<file path="src/rtl/pt2_pkg.sv">
package pt2_pkg;
  localparam int VA_W       = 32;
  localparam int PAGE_SHIFT = 12;
  localparam int IDX_W      = 10;
  localparam int LEVELS     = 2;
  localparam int PTE_W      = 32;
  localparam int PTE_PPN_LSB = 10;
  localparam int PTE_BYTES_LOG = 2;
  localparam int PPN_W      = PTE_W - PTE_PPN_LSB;
  localparam int PA_W       = PPN_W + PAGE_SHIFT;
  localparam int VPN_W      = VA_W - PAGE_SHIFT;
  localparam int LVL_W      = (LEVELS > 1) ? $clog2(LEVELS) : 1;

  localparam int PTE_V = 0;
  localparam int PTE_R = 1;
  localparam int PTE_W_BIT = 2;
  localparam int PTE_X = 3;
  localparam int PTE_U = 4;
  localparam int PTE_A = 6;
  localparam int PTE_D = 7;

  localparam logic [1:0] MODE_U = 2'd0;
  localparam logic [1:0] MODE_S = 2'd1;
  localparam logic [1:0] MODE_M = 2'd3;

  typedef enum logic [1:0] {
    ACC_FETCH = 2'd0,
    ACC_LOAD  = 2'd1,
    ACC_STORE = 2'd2
  } access_e;

  typedef enum logic [1:0] {
    EV_FAIL,
    EV_NEXT,
    EV_LEAF,
    EV_LEAF_WB
  } evalKind_e;

  typedef struct packed {
    logic capture;
    logic descend;
    logic leaf;
    logic fail;
  } walkStrobe_t;
endpackage

</file>
<file path="src/rtl/pt2_datapath.sv">
module pt2_datapath
  import pt2_pkg::*;
(
  input  logic              clk,
  input  logic              rstN,
  input  walkStrobe_t       strobe,
  input  logic [VA_W-1:0]   reqVaddr,
  input  logic [1:0]        reqAccess,
  input  logic [1:0]        reqPriv,
  input  logic              reqMprv,
  input  logic [1:0]        reqMpp,
  input  logic              reqSum,
  input  logic              reqMxr,
  input  logic              transOn,
  input  logic [PPN_W-1:0]  rootPpn,
  input  logic [PTE_W-1:0]  memRspData,
  input  logic              memRspErr,
  output logic              bypassNow,
  output evalKind_e         evalKind,
  output logic [PA_W-1:0]   memAddr,
  output logic [PTE_W-1:0]  memWdata,
  output logic              rspFault,
  output logic [PA_W-1:0]   rspPaddr,
  output logic              rspRead,
  output logic              rspWrite,
  output logic              rspExec
);
  logic [VA_W-1:0]  vaddrQ;
  access_e          accessQ;
  logic [1:0]       modeQ;
  logic             sumQ, mxrQ, bypassQ, faultQ;
  logic [LVL_W-1:0] levelQ;
  logic [PPN_W-1:0] baseQ;
  logic [PTE_W-1:0] pteQ;

  logic [1:0]       effMode;
  logic [VPN_W-1:0] vpn;
  logic [IDX_W-1:0] idx;
  logic [PPN_W-1:0] lvlMask [LEVELS];
  logic [PPN_W-1:0] curMask, leafPpn, rspPpn;
  logic [PTE_W-1:0] updatedPte;
  logic             pv, pr, pw, px, pu;

  // Superpage mask per level: low level*IDX_W PPN bits come from the VPN.
  for (genvar l = 0; l < LEVELS; l++) begin : g_mask
    assign lvlMask[l] = PPN_W'((64'd1 << (l * IDX_W)) - 64'd1);
  end

  assign curMask = lvlMask[levelQ];
  assign vpn     = vaddrQ[VA_W-1:PAGE_SHIFT];

  always_comb begin
    effMode = reqPriv;
    if (reqPriv == MODE_M && reqAccess != ACC_FETCH && reqMprv) effMode = reqMpp;
  end
  assign bypassNow = (effMode == MODE_M) || !transOn;

  always_comb begin
    idx = '0;
    for (int l = 0; l < LEVELS; l++) begin
      if (levelQ == LVL_W'(l)) idx = vpn[l*IDX_W +: IDX_W];
    end
  end

  assign memAddr  = {baseQ, {PAGE_SHIFT{1'b0}}}
                  + {{(PA_W-IDX_W-PTE_BYTES_LOG){1'b0}}, idx, {PTE_BYTES_LOG{1'b0}}};
  assign memWdata = pteQ;

  // Evaluation of the returned entry, in check priority order.
  assign pv     = memRspData[PTE_V];
  assign pr     = memRspData[PTE_R];
  assign pw     = memRspData[PTE_W_BIT];
  assign px     = memRspData[PTE_X];
  assign pu     = memRspData[PTE_U];
  assign rspPpn = memRspData[PTE_W-1:PTE_PPN_LSB];

  always_comb begin
    updatedPte = memRspData;
    updatedPte[PTE_A] = 1'b1;
    if (accessQ == ACC_STORE) updatedPte[PTE_D] = 1'b1;
    evalKind = EV_FAIL;
    if (memRspErr || !pv)                                          evalKind = EV_FAIL;
    else if (!pr && !pw && !px)                                    evalKind = (levelQ == '0) ? EV_FAIL : EV_NEXT;
    else if (pw && !pr)                                            evalKind = EV_FAIL;
    else if (pu && modeQ != MODE_U && (!sumQ || accessQ == ACC_FETCH)) evalKind = EV_FAIL;
    else if (!pu && modeQ != MODE_S)                               evalKind = EV_FAIL;
    else if ((rspPpn & curMask) != '0)                             evalKind = EV_FAIL;
    else if (accessQ == ACC_LOAD && !(pr || (px && mxrQ)))         evalKind = EV_FAIL;
    else if (accessQ == ACC_STORE && !pw)                          evalKind = EV_FAIL;
    else if (accessQ == ACC_FETCH && !px)                          evalKind = EV_FAIL;
    else evalKind = (updatedPte != memRspData) ? EV_LEAF_WB : EV_LEAF;
  end

  always_ff @(posedge clk or negedge rstN) begin
    if (!rstN) begin
      vaddrQ  <= '0;
      accessQ <= ACC_FETCH;
      modeQ   <= MODE_U;
      sumQ    <= 1'b0;
      mxrQ    <= 1'b0;
      bypassQ <= 1'b0;
      faultQ  <= 1'b0;
      levelQ  <= '0;
      baseQ   <= '0;
      pteQ    <= '0;
    end else begin
      if (strobe.capture) begin
        vaddrQ  <= reqVaddr;
        accessQ <= access_e'(reqAccess);
        modeQ   <= effMode;
        sumQ    <= reqSum;
        mxrQ    <= reqMxr;
        bypassQ <= bypassNow;
        faultQ  <= 1'b0;
        levelQ  <= LVL_W'(LEVELS - 1);
        baseQ   <= rootPpn;
        pteQ    <= '0;
      end
      if (strobe.descend) begin
        baseQ  <= rspPpn;
        levelQ <= levelQ - 1'b1;
      end
      if (strobe.leaf) pteQ <= updatedPte;
      if (strobe.fail) faultQ <= 1'b1;
    end
  end

  assign leafPpn  = (pteQ[PTE_W-1:PTE_PPN_LSB] & ~curMask)
                  | ({{(PPN_W-VPN_W){1'b0}}, vpn} & curMask);
  assign rspFault = faultQ;
  assign rspPaddr = bypassQ ? {{(PA_W-VA_W){1'b0}}, vaddrQ}
                  : (faultQ ? '0 : {leafPpn, vaddrQ[PAGE_SHIFT-1:0]});
  assign rspRead  = bypassQ || (!faultQ && (pteQ[PTE_R] || (pteQ[PTE_X] && mxrQ)));
  assign rspExec  = bypassQ || (!faultQ && pteQ[PTE_X]);
  assign rspWrite = bypassQ || (!faultQ && pteQ[PTE_W_BIT]
                                && (accessQ == ACC_STORE || pteQ[PTE_D]));

  // control never follows a pointer below the last level.
  assert_descend_floor_R5: assert property (@(posedge clk) disable iff (!rstN)
    strobe.descend |-> levelQ != '0);

  // a latched leaf carries accessed, and dirty for stores.
  assert_leaf_flags_R9: assert property (@(posedge clk) disable iff (!rstN)
    strobe.leaf |=> pteQ[PTE_A] && (accessQ != ACC_STORE || pteQ[PTE_D]));
endmodule

</file>
<file path="src/rtl/pt2_ctrl.sv">
module pt2_ctrl
  import pt2_pkg::*;
(
  input  logic        clk,
  input  logic        rstN,
  input  logic        reqValid,
  output logic        reqReady,
  input  logic        bypassNow,
  input  evalKind_e   evalKind,
  input  logic        memReqReady,
  input  logic        memRspValid,
  output logic        memReqValid,
  output logic        memReqWrite,
  output logic        rspValid,
  output walkStrobe_t strobe
);
  typedef enum logic [2:0] {
    ST_IDLE, ST_READ_PTE, ST_WAIT_PTE, ST_WRITE_PTE, ST_DONE
  } walkState_e;

  walkState_e state, stateNext;

  always_comb begin
    stateNext   = state;
    strobe      = '0;
    reqReady    = 1'b0;
    memReqValid = 1'b0;
    memReqWrite = 1'b0;
    rspValid    = 1'b0;
    unique case (state)
      ST_IDLE: begin
        reqReady = 1'b1;
        if (reqValid) begin
          strobe.capture = 1'b1;
          stateNext = bypassNow ? ST_DONE : ST_READ_PTE;
        end
      end
      ST_READ_PTE: begin
        memReqValid = 1'b1;
        if (memReqReady) stateNext = ST_WAIT_PTE;
      end
      ST_WAIT_PTE: begin
        if (memRspValid) begin
          unique case (evalKind)
            EV_NEXT:    begin strobe.descend = 1'b1; stateNext = ST_READ_PTE;  end
            EV_LEAF:    begin strobe.leaf    = 1'b1; stateNext = ST_DONE;      end
            EV_LEAF_WB: begin strobe.leaf    = 1'b1; stateNext = ST_WRITE_PTE; end
            default:    begin strobe.fail    = 1'b1; stateNext = ST_DONE;      end
          endcase
        end
      end
      ST_WRITE_PTE: begin
        memReqValid = 1'b1;
        memReqWrite = 1'b1;
        if (memReqReady) stateNext = ST_DONE;
      end
      ST_DONE: begin
        rspValid  = 1'b1;
        stateNext = ST_IDLE;
      end
      default: stateNext = ST_IDLE;
    endcase
  end

  always_ff @(posedge clk or negedge rstN) begin
    if (!rstN) state <= ST_IDLE;
    else       state <= stateNext;
  end

  // the result is a single-cycle pulse.
  assert_rsp_pulse_R1: assert property (@(posedge clk) disable iff (!rstN)
    rspValid |=> !rspValid);

  // after taking a request the walker is busy.
  assert_accept_busy_R1: assert property (@(posedge clk) disable iff (!rstN)
    reqValid && reqReady |=> !reqReady);
endmodule

</file>
<file path="src/rtl/pt2_walker.sv">
module pt2_walker
  import pt2_pkg::*;
(
  input  logic              clk,
  input  logic              rstN,
  input  logic              reqValid,
  output logic              reqReady,
  input  logic [31:0]       reqVaddr,
  input  logic [1:0]        reqAccess,
  input  logic [1:0]        reqPriv,
  input  logic              reqMprv,
  input  logic [1:0]        reqMpp,
  input  logic              reqSum,
  input  logic              reqMxr,
  input  logic              transOn,
  input  logic [21:0]       rootPpn,
  output logic              memReqValid,
  input  logic              memReqReady,
  output logic              memReqWrite,
  output logic [33:0]       memReqAddr,
  output logic [31:0]       memReqWdata,
  input  logic              memRspValid,
  input  logic [31:0]       memRspData,
  input  logic              memRspErr,
  output logic              rspValid,
  output logic              rspFault,
  output logic [33:0]       rspPaddr,
  output logic              rspRead,
  output logic              rspWrite,
  output logic              rspExec
);
  walkStrobe_t strobe;
  evalKind_e   evalKind;
  logic        bypassNow;

  pt2_ctrl u_ctrl (
    .clk         (clk),
    .rstN        (rstN),
    .reqValid    (reqValid),
    .reqReady    (reqReady),
    .bypassNow   (bypassNow),
    .evalKind    (evalKind),
    .memReqReady (memReqReady),
    .memRspValid (memRspValid),
    .memReqValid (memReqValid),
    .memReqWrite (memReqWrite),
    .rspValid    (rspValid),
    .strobe      (strobe)
  );

  pt2_datapath u_data (
    .clk        (clk),
    .rstN       (rstN),
    .strobe     (strobe),
    .reqVaddr   (reqVaddr),
    .reqAccess  (reqAccess),
    .reqPriv    (reqPriv),
    .reqMprv    (reqMprv),
    .reqMpp     (reqMpp),
    .reqSum     (reqSum),
    .reqMxr     (reqMxr),
    .transOn    (transOn),
    .rootPpn    (rootPpn),
    .memRspData (memRspData),
    .memRspErr  (memRspErr),
    .bypassNow  (bypassNow),
    .evalKind   (evalKind),
    .memAddr    (memReqAddr),
    .memWdata   (memReqWdata),
    .rspFault   (rspFault),
    .rspPaddr   (rspPaddr),
    .rspRead    (rspRead),
    .rspWrite   (rspWrite),
    .rspExec    (rspExec)
  );

  // a stalled memory request keeps its address and direction.
  assert_mem_hold_R4: assert property (@(posedge clk) disable iff (!rstN)
    memReqValid && !memReqReady |=> memReqValid && $stable(memReqAddr) && $stable(memReqWrite));

  // every write-back carries the accessed flag.
  assert_wb_accessed_R9: assert property (@(posedge clk) disable iff (!rstN)
    memReqValid && memReqWrite |-> memReqWdata[PTE_A]);
endmodule

</file>
<file path="config.mk">
export PLATFORM = sky130hd
export DESIGN_NAME = pt2_walker
export DESIGN_NICKNAME = d
export VERILOG_FILES = /design/src/rtl/pt2_pkg.sv /design/src/rtl/pt2_datapath.sv /design/src/rtl/pt2_ctrl.sv /design/src/rtl/pt2_walker.sv
export SDC_FILE = /design/constraint.sdc
export NUM_CORES = 1
export LEC_CHECK = 0
export BUFFER_PORTS_ARGS = -buffer_cell sky130_fd_sc_hd__buf_2
export CORE_MARGIN = 1.5
export CORE_UTILIZATION = 51
export DETAILED_ROUTE_END_ITERATION = 10
export PLACE_DENSITY_LB_ADDON = 0.25
export SLEW_MARGIN = 10
export SYNTH_ARGS = -nofsm -noshare
export SYNTH_HDL_FRONTEND = slang
export SYNTH_HIERARCHICAL = 1
export SYNTH_SLANG_ARGS = --single-unit
</file>
<file path="constraint.sdc">
create_clock -name clk -period 5.1 [get_ports clk]
set_input_delay 0.255 -clock clk [delete_from_list [all_inputs] [get_ports clk]]
set_output_delay 0.255 -clock clk [all_outputs]
set_load 0.02 [all_outputs]
</file>
==> summary.log, run 1 <==
[worst_setup_path] critical setup path kind reg -> reg
[routing] Iter 0 DRT Violations 197
[sta] part of the cycle the worst path needs 63.65%
[routing] Final ANT Viol Nets 0
[power] proportion of power drawn by the clock network 14.3%
[global_route] total gr overflow 0
[routing] vias post-DR 4,171
[layout] fraction of layout cells with a size suffix above 1 43.81%
[global_route] pin count of the biggest net entering global routing 92
[power] total design power 3.464 mW
[power] cell-internal power 1.977 mW
[clocking] CTS max path bufs 2
[die] I/O pins 210
[sta] pins over their slew limit 0
[clocking] clock tree from TritonCTS done
[layout] final std cell area, no fill 6052 um2
[clocking] Num CTS Buffers 9
[layout] final net count 743
[global_route] wire length of the first global-routing pass 20,100 um
[die] width of the die 99.90 um
[worst_setup_path] maximum fanout encountered on the critical timing path 51
[routing] number of detailed-route iterations in the first pass 4
[sta] transition at the pin with the smallest max-transition slack 1.162 ns
[power] proportion of power drawn by combinational gates 48.9%
[yosys] number of instances in the synthesized netlist 452
[global_route] antenna violations before repair 0
[worst_setup_path] Arr. time, crit path 3.49 ns
[power] Sw Pwr 1.487 mW
[place] worst-case setup slack after placement 1.882 ns
[sta] maximum clock frequency 308.0 MHz
[yosys] leading register cell type out of synthesis sky130_fd_sc_hd__dfrtp_1
[sta] Clock Skew 0.01233 ns
[sta] accumulated negative setup slack 0 ns
[power] ratio of total power to cell area 572.4 nW/um2
[flow_run] Max-cap violations 0
[yosys] distinct cell type count of the synthesized netlist 43
[clocking] Max H-tree Level 3
[power] proportion of power drawn by flip-flops and latches 36.8%
[sta] worst path setup slack after routing 1.854 ns
[run_status] run status complete, no violations
[routing] total length of routed wires 13,080 um
[layout] post-layout utilization of the core 66.12%
[sta] Hold WS 0.1186 ns
[layout] most used cells in the layout excluding fill and tap cells sky130_fd_sc_hd__buf_2 (206), sky130_fd_sc_hd__dfrtp_1 (98), sky130_fd_sc_hd__o21ai_0 (63), sky130_fd_sc_hd__nand2_1 (60), sky130_fd_sc_hd__mux2_2 (48)
[die] height of the chip 99.90 um
[yosys] Post-Synthesis Cell Area 4788 um2
[routing] average routed wire per standard cell 17.28 um
[place] dpl hpwl 9543 um
[sta] hold violation total from the final report 0
[global_route] vias in the first global route 3,863
[worst_setup_path] endpoint required time on the critical path 5.34 ns
[routing] count of unresolved DRC violations after routing 0
[sta] number of setup violations in the final report 0
[clocking] clock root buffer sky130_fd_sc_hd__clkbuf_8
[routing] vias per inst 5.510
[power] total leakage power 2.944 nW
[sta] worst relative slew slack 22.55%
[yosys] total of flip-flops plus latches after synthesis 98
[sta] clock period minus worst slack 3.246 ns
[yosys] Post-Syn Area per Cell 10.59 um2
[power] Sw Ratio 42.92%
[die] full die area 9979 um2
[global_route] overall routing resource usage 26.18%
[place] global placer's final weighted congestion 0.8451
[die] number of cell rows 35
[hold_path] classification of the worst-slack hold path in -> reg
[place] placed cells 740
[place] post-place instance area 5849 um2
[yosys] register area share after synthesis 51.22%
[place] number of port buffers 207
[clocking] number of gates given a new drive strength after cts 0
[clocking] clock tree sinks 98
[worst_setup_path] kind of end point of the critical path flop
[die] Initial Utilization 52.32%
[clocking] Clock transition at path regs 0.10 ns
[die] core footprint 9153 um2
[yosys] number of enable flip-flop cells after synthesis 0
[layout] post-route non-filler standard cell count 757
[yosys] number of warnings reported in the yosys synthesis log 6
[power] VDD IR max 310.6 uV
[layout] commonest non-fill, non-tap cell in the layout sky130_fd_sc_hd__buf_2
[yosys] post-synthesis async set-or-reset flop share 100.0%
[sta] unrepaired setup endpoints after global routing false
[layout] Antenna Diode Count 0
[clocking] Worst-Skew Late Latency 0.36 ns
[layout] layout overhead on the synthesized area 26.39%
[worst_setup_path] Setup crit start kind flop
-- logic make-up after synthesis --
logic type,synth area share [%]
xor gates and xnor gates,0.1829
AOI/OAI and AO/OA,15.05
and+or+nand+nor,13.54
muxes,15.89
other,0.07832
DFF,51.22
buffers and inverters,4.050
-- per-layer routing --
metal	vias to the layer above	track usage [%]	wire, um
met3	10	7.103	956
met2	179	42.70	6166
met4	0	5.959	131
li1	1957	-	-
met5	-	0	0
met1	2025	35.25	5824
-- cells in the mapped netlist, types with 2 or more instances --
| library cell | count | area [um2] |
|---|---|---|
| sky130_fd_sc_hd__a211o_1 | 2 | 17.52 |
| sky130_fd_sc_hd__a21o_1 | 4 | 30.03 |
| sky130_fd_sc_hd__a21oi_1 | 5 | 25.02 |
| sky130_fd_sc_hd__a22o_1 | 15 | 131.4 |
| sky130_fd_sc_hd__a22oi_1 | 10 | 75.07 |
| sky130_fd_sc_hd__a31oi_1 | 2 | 12.51 |
| sky130_fd_sc_hd__and2_1 | 17 | 106.4 |
| sky130_fd_sc_hd__buf_2 | 8 | 40.04 |
| sky130_fd_sc_hd__buf_4 | 2 | 15.01 |
| sky130_fd_sc_hd__buf_6 | 2 | 22.52 |
| sky130_fd_sc_hd__clkbuf_1 | 22 | 82.58 |
| sky130_fd_sc_hd__dfrtp_1 | 98 | 2452 |
| sky130_fd_sc_hd__inv_1 | 8 | 30.03 |
| sky130_fd_sc_hd__mux2_2 | 48 | 540.5 |
| sky130_fd_sc_hd__mux2i_1 | 22 | 220.2 |
| sky130_fd_sc_hd__nand2_1 | 60 | 225.2 |
| sky130_fd_sc_hd__nand2b_1 | 30 | 187.7 |
| sky130_fd_sc_hd__nand3_1 | 2 | 10.01 |
| sky130_fd_sc_hd__nor2_1 | 5 | 18.77 |
| sky130_fd_sc_hd__nor2b_1 | 2 | 12.51 |
| sky130_fd_sc_hd__nor3_1 | 2 | 10.01 |
| sky130_fd_sc_hd__nor4_1 | 2 | 12.51 |
| sky130_fd_sc_hd__o21ai_0 | 63 | 315.3 |
| sky130_fd_sc_hd__o311ai_0 | 2 | 17.52 |
-- sequential cells by signal, summed over array words and instances (netlist names) --
name	flops
u_data/accessQ	2
u_ctrl/state	3
u_data/bypassQ	1
u_data/memWdata	32
u_data/rspFault	1
u_data/vaddrQ	32
u_data/mxrQ	1
u_data/sumQ	1
u_data/modeQ	2
u_data/levelQ	1
u_data/baseQ	22
-- worst max-delay path, cell delays in order (launching register included) --
cell and delay, ns:
sky130_fd_sc_hd__dfrtp_1 0.74, sky130_fd_sc_hd__o41ai_2 0.19, sky130_fd_sc_hd__o2111ai_1 0.21, sky130_fd_sc_hd__a2111oi_2 0.55, sky130_fd_sc_hd__nor3b_2 0.51, sky130_fd_sc_hd__buf_4 0.47, sky130_fd_sc_hd__nor2_1 0.18, sky130_fd_sc_hd__a22o_1 0.28
-- power by group through the flow --
stage,combinational [mW],clock (mW),sequential (mW)
2_1_floorplan,1.11,0,1.30
3_3_place_gp,1.67,0,1.27
3_5_place_dp,1.70,0,1.28
4_1_cts,1.70,0.504,1.27
5_1_grt,1.82,0.539,1.31
6_report,1.69,0.495,1.28
-- layout make-up --
class                           instances  area (um2)
Sequential cell                        98        2452
Inverter                                8       30.03
Timing Repair Buffer                  212        1079
Tap cell                              111       138.9
Multi-Input combinational cell        312        2160
Fill cell                             758        3100
Clock buffer                           10       127.6
Clock inverter                          6       65.06
-- worst paths after layout --
check / start / to / slack [ns] / depth (start not counted)
min: reqVaddr[11] / u_data/vaddrQ[11] / 0.12 / 2
min reg2reg: u_data/memWdata[8] / u_data/memWdata[8] / 0.50 / 1
max reg2reg: u_data/levelQ / u_data/memWdata[0] / 1.85 / 7
max in group asynchronous: rstN / u_data/vaddrQ[22] / 3.55 / 3
max: u_data/levelQ / u_data/memWdata[0] / 1.85 / 7
min in group asynchronous: rstN / u_data/vaddrQ[11] / 0.38 / 2
-- what timing repair did --
action                    in CTS  in global routing
buffers inserted               0                  0
hold endpoints to repair      35                  0
hold buffers                   1                  0
Power figures use the tool's default switching activity.
==> run 2: changes to the inputs <==
- ABC_AREA: default -> 1
- CORE_UTILIZATION: 51 -> 47
- clock period: 5.1 -> 3.4 ns (I/O delays scaled with it)
==> summary.log, run 2 <==
[power] total design power 4.877 mW
[routing] vias post-DR 4,658
[routing] number of detailed-route iterations in the first pass 4
[clocking] Max H-tree Level 3
[die] core footprint 9684 um2
[routing] count of unresolved DRC violations after routing 0
[worst_setup_path] stage delay of the slowest cell on the critical path 0.74 ns
[clocking] Clock transition at path regs 0.10 ns
[layout] storage element area 2452 um2
[routing] total length of routed wires 13,950 um
[worst_setup_path] maximum fanout encountered on the critical timing path 20
[run_status] run status complete, no violations
[flow_run] Max-cap violations 0
[power] ratio of total power to cell area 822.5 nW/um2
[worst_setup_path] setup slack of the worst register-to-register path 0.91 ns
[die] full die area 10,540 um2
[place] global placer's final weighted congestion 0.9029
[sta] pins over their slew limit 0
[worst_setup_path] critical setup path kind reg -> out
[sta] hold violation total from the final report 0
[global_route] overall routing resource usage 26.81%
[place] number of port buffers 207
[hold_path] classification of the worst-slack hold path in -> reg
[sta] worst relative slew slack 35.70%
[yosys] most frequently used cell type in the post-synthesis netlist sky130_fd_sc_hd__nand2_1
[layout] layout overhead on the synthesized area 27.02%
[hold_path] Worst Min Path Start memRspData[8]
[global_route] vias in the first global route 4,406
[yosys] total of flip-flops plus latches after synthesis 98
[yosys] post-synthesis async set-or-reset flop share 100.0%
[global_route] pin count of the biggest net entering global routing 68
[global_route] wire length of the first global-routing pass 21,610 um
[sta] unrepaired setup endpoints after global routing false
[die] height of the chip 102.7 um
[place] dpl hpwl 10,560 um
[yosys] Post-Synthesis Cell Area 4668 um2
[yosys] number of instances in the synthesized netlist 576
[clocking] number of gates given a new drive strength after cts 0
[yosys] Post-Syn Area per Cell 8.105 um2
[global_route] antenna violations before repair 0
[routing] average routed wire per standard cell 15.31 um
[yosys] leading register cell type out of synthesis sky130_fd_sc_hd__dfrtp_1
[worst_setup_path] first element of the critical path u_data/levelQ
[worst_setup_path] cells traversed along the worst timing path buf_4 > nor2_1 > o21ai_0 > a21oi_1 > buf_2
[layout] final net count 875
[clocking] clock tree sinks 98
[layout] commonest non-fill, non-tap cell in the layout sky130_fd_sc_hd__buf_2
[die] I/O pins 210
[layout] Fillers 907
[yosys] fraction of post-synthesis cell area in the top cell type by area 52.53%
[worst_setup_path] kind of cell with the highest combined delay on the critical path simple AND/OR/NAND/NOR gates
[die] Initial Utilization 48.20%
[yosys] register area share after synthesis 52.53%
[sta] number of setup violations in the final report 0
[worst_setup_path] slowest cell on the critical path sky130_fd_sc_hd__nor2_1
[yosys] most instantiated cells after synthesis sky130_fd_sc_hd__nand2_1 (106), sky130_fd_sc_hd__dfrtp_1 (98), sky130_fd_sc_hd__inv_1 (86)
[sta] clock period minus worst slack 2.544 ns
[worst_setup_path] kind of end point of the critical path primary output
[sta] transition at the pin with the smallest max-transition slack 0.9610 ns
[yosys] number of warnings reported in the yosys synthesis log 6
[global_route] total gr overflow 0
[clocking] clock root buffer sky130_fd_sc_hd__clkbuf_8
[die] width of the die 102.7 um
[sta] part of the cycle the worst path needs 74.83%
[clocking] CTS max path bufs 2
[layout] multi-input logic area 1665 um2
[layout] fraction of layout cells with a size suffix above 1 31.36%
[die] number of cell rows 36
[sta] Clock Skew 0.01149 ns
[worst_setup_path] Arr. time, crit path 2.37 ns
[routing] Final ANT Viol Nets 0
[power] total leakage power 3.189 nW
[worst_setup_path] Buf/Inv on CP 2
[layout] Antenna Diode Count 0
[clocking] clock tree from TritonCTS done
[sta] accumulated negative setup slack 0 ns
[clocking] Worst-Skew Late Latency 0.36 ns
[power] VDD IR max 387.9 uV
[worst_setup_path] endpoint required time on the critical path 3.23 ns
[clocking] Num CTS Buffers 9
[yosys] top area cells in the synthesized netlist sky130_fd_sc_hd__dfrtp_1 (53%), sky130_fd_sc_hd__nand2_1 (8.5%), sky130_fd_sc_hd__o21ai_0 (8.5%)
[sta] maximum clock frequency 393.0 MHz
[worst_setup_path] Crit Reg-Reg Startpoint u_data/levelQ
[yosys] post-synthesis cell type with the largest combined area sky130_fd_sc_hd__dfrtp_1
[routing] vias per inst 5.113
[worst_setup_path] Setup crit start kind flop
[layout] most used cells in the layout excluding fill and tap cells sky130_fd_sc_hd__buf_2 (206), sky130_fd_sc_hd__nand2_1 (106), sky130_fd_sc_hd__dfrtp_1 (98), sky130_fd_sc_hd__inv_1 (86), sky130_fd_sc_hd__o21ai_0 (79)
[yosys] distinct cell type count of the synthesized netlist 24
[yosys] number of enable flip-flop cells after synthesis 0
[routing] Iter 0 DRT Violations 212
## run 2: cell types whose count changed after synthesis, sizes merged, moves of 15 or more
cell,delta
mux2,-48
mux2i,-22
o21ai,+22
nand2b,-30
nor2,+55
o22ai,+39
nand2,+48
and2,-16
nor3,+24
inv,+83
a22o,-15
## run 2: layout make-up
type / instances / area share, %
clock inverters: 5 / 0.6541
inverters: 91 / 5.803
multi-input cells: 356 / 28.09
well taps: 133 / 2.807
repair buffers: 217 / 18.91
flip-flops and latches: 98 / 41.36
clock buffers: 11 / 2.384
## run 2: worst register-to-register path: stages (launching register included)
cell and delay (ns):
sky130_fd_sc_hd__dfrtp_1 0.49, sky130_fd_sc_hd__o21ai_0 0.29, sky130_fd_sc_hd__and2_1 0.29, sky130_fd_sc_hd__nand2_1 0.07, sky130_fd_sc_hd__nor2_1 0.05, sky130_fd_sc_hd__inv_1 0.50, sky130_fd_sc_hd__nand2_2 0.44, sky130_fd_sc_hd__o21ai_0 0.29
## run 2: timing repair
| action | in CTS | in global routing |
|---|---|---|
| hold buffers | 3 | 0 |
| endpoints found under the hold margin | 31 | 0 |
| setup buffers | 0 | 0 |
## run 2: final timing paths
| kind | end | cells past startpoint |
|---|---|---|
| max in group asynchronous | u_data/vaddrQ[10] | 3 |
| min | u_data/memWdata[8] | 3 |
| min reg2reg | u_data/sumQ | 2 |
| min in group asynchronous | u_data/memWdata[31] | 2 |
| max | rspPaddr[13] | 5 |
| max reg2reg | u_data/memWdata[27] | 7 |
## run 2: cell families (layout without fill, tap and decap cells)
group / Yosys count / count (layout) / synth area share (%)
AND/OR/NAND/NOR: 214 / 214 / 19.03
flip-flops: 98 / 98 / 52.53
buffers and inverters: 123 / 324 / 12.14
other: 1 / 2 / 0.08033
AO/OA/AOI/OAI: 140 / 140 / 16.22
## run 2: layer usage
layer	vias to the layer above	GRT usage (%)	routed length (um)
met1	2228	36.19	6084
met4	0	9.378	213
met5	-	0	0
met3	15	4.068	859
met2	173	44.37	6788
li1	2242	-	-
## run 2: report_power, final
group / switching [mW] / leakage [nW] / internal (mW) / total, mW
sequential: 0.216 / 1.23 / 1.54 / 1.76
combinational: 1.68 / 1.87 / 0.743 / 2.42
clock: 0.408 / 0.0899 / 0.291 / 0.698
total: 2.30 / 3.19 / 2.58 / 4.88
## run 2: stage by stage
step                      cells  hold slack [ns]  util, %  setup WS (ns)  cell area (um2)
after CTS                   911         0.002259    61.23         0.8707             5929
after detailed placement    892           0.1247    59.06         0.9130             5719
after floorplan             577          -0.1256        -          1.445             4672
after global placement      892           0.1205    59.06         0.9814             5719
final                       911          0.01815    61.23         0.8558             5929
after global routing        911          0.01528    61.23         0.5688             5929
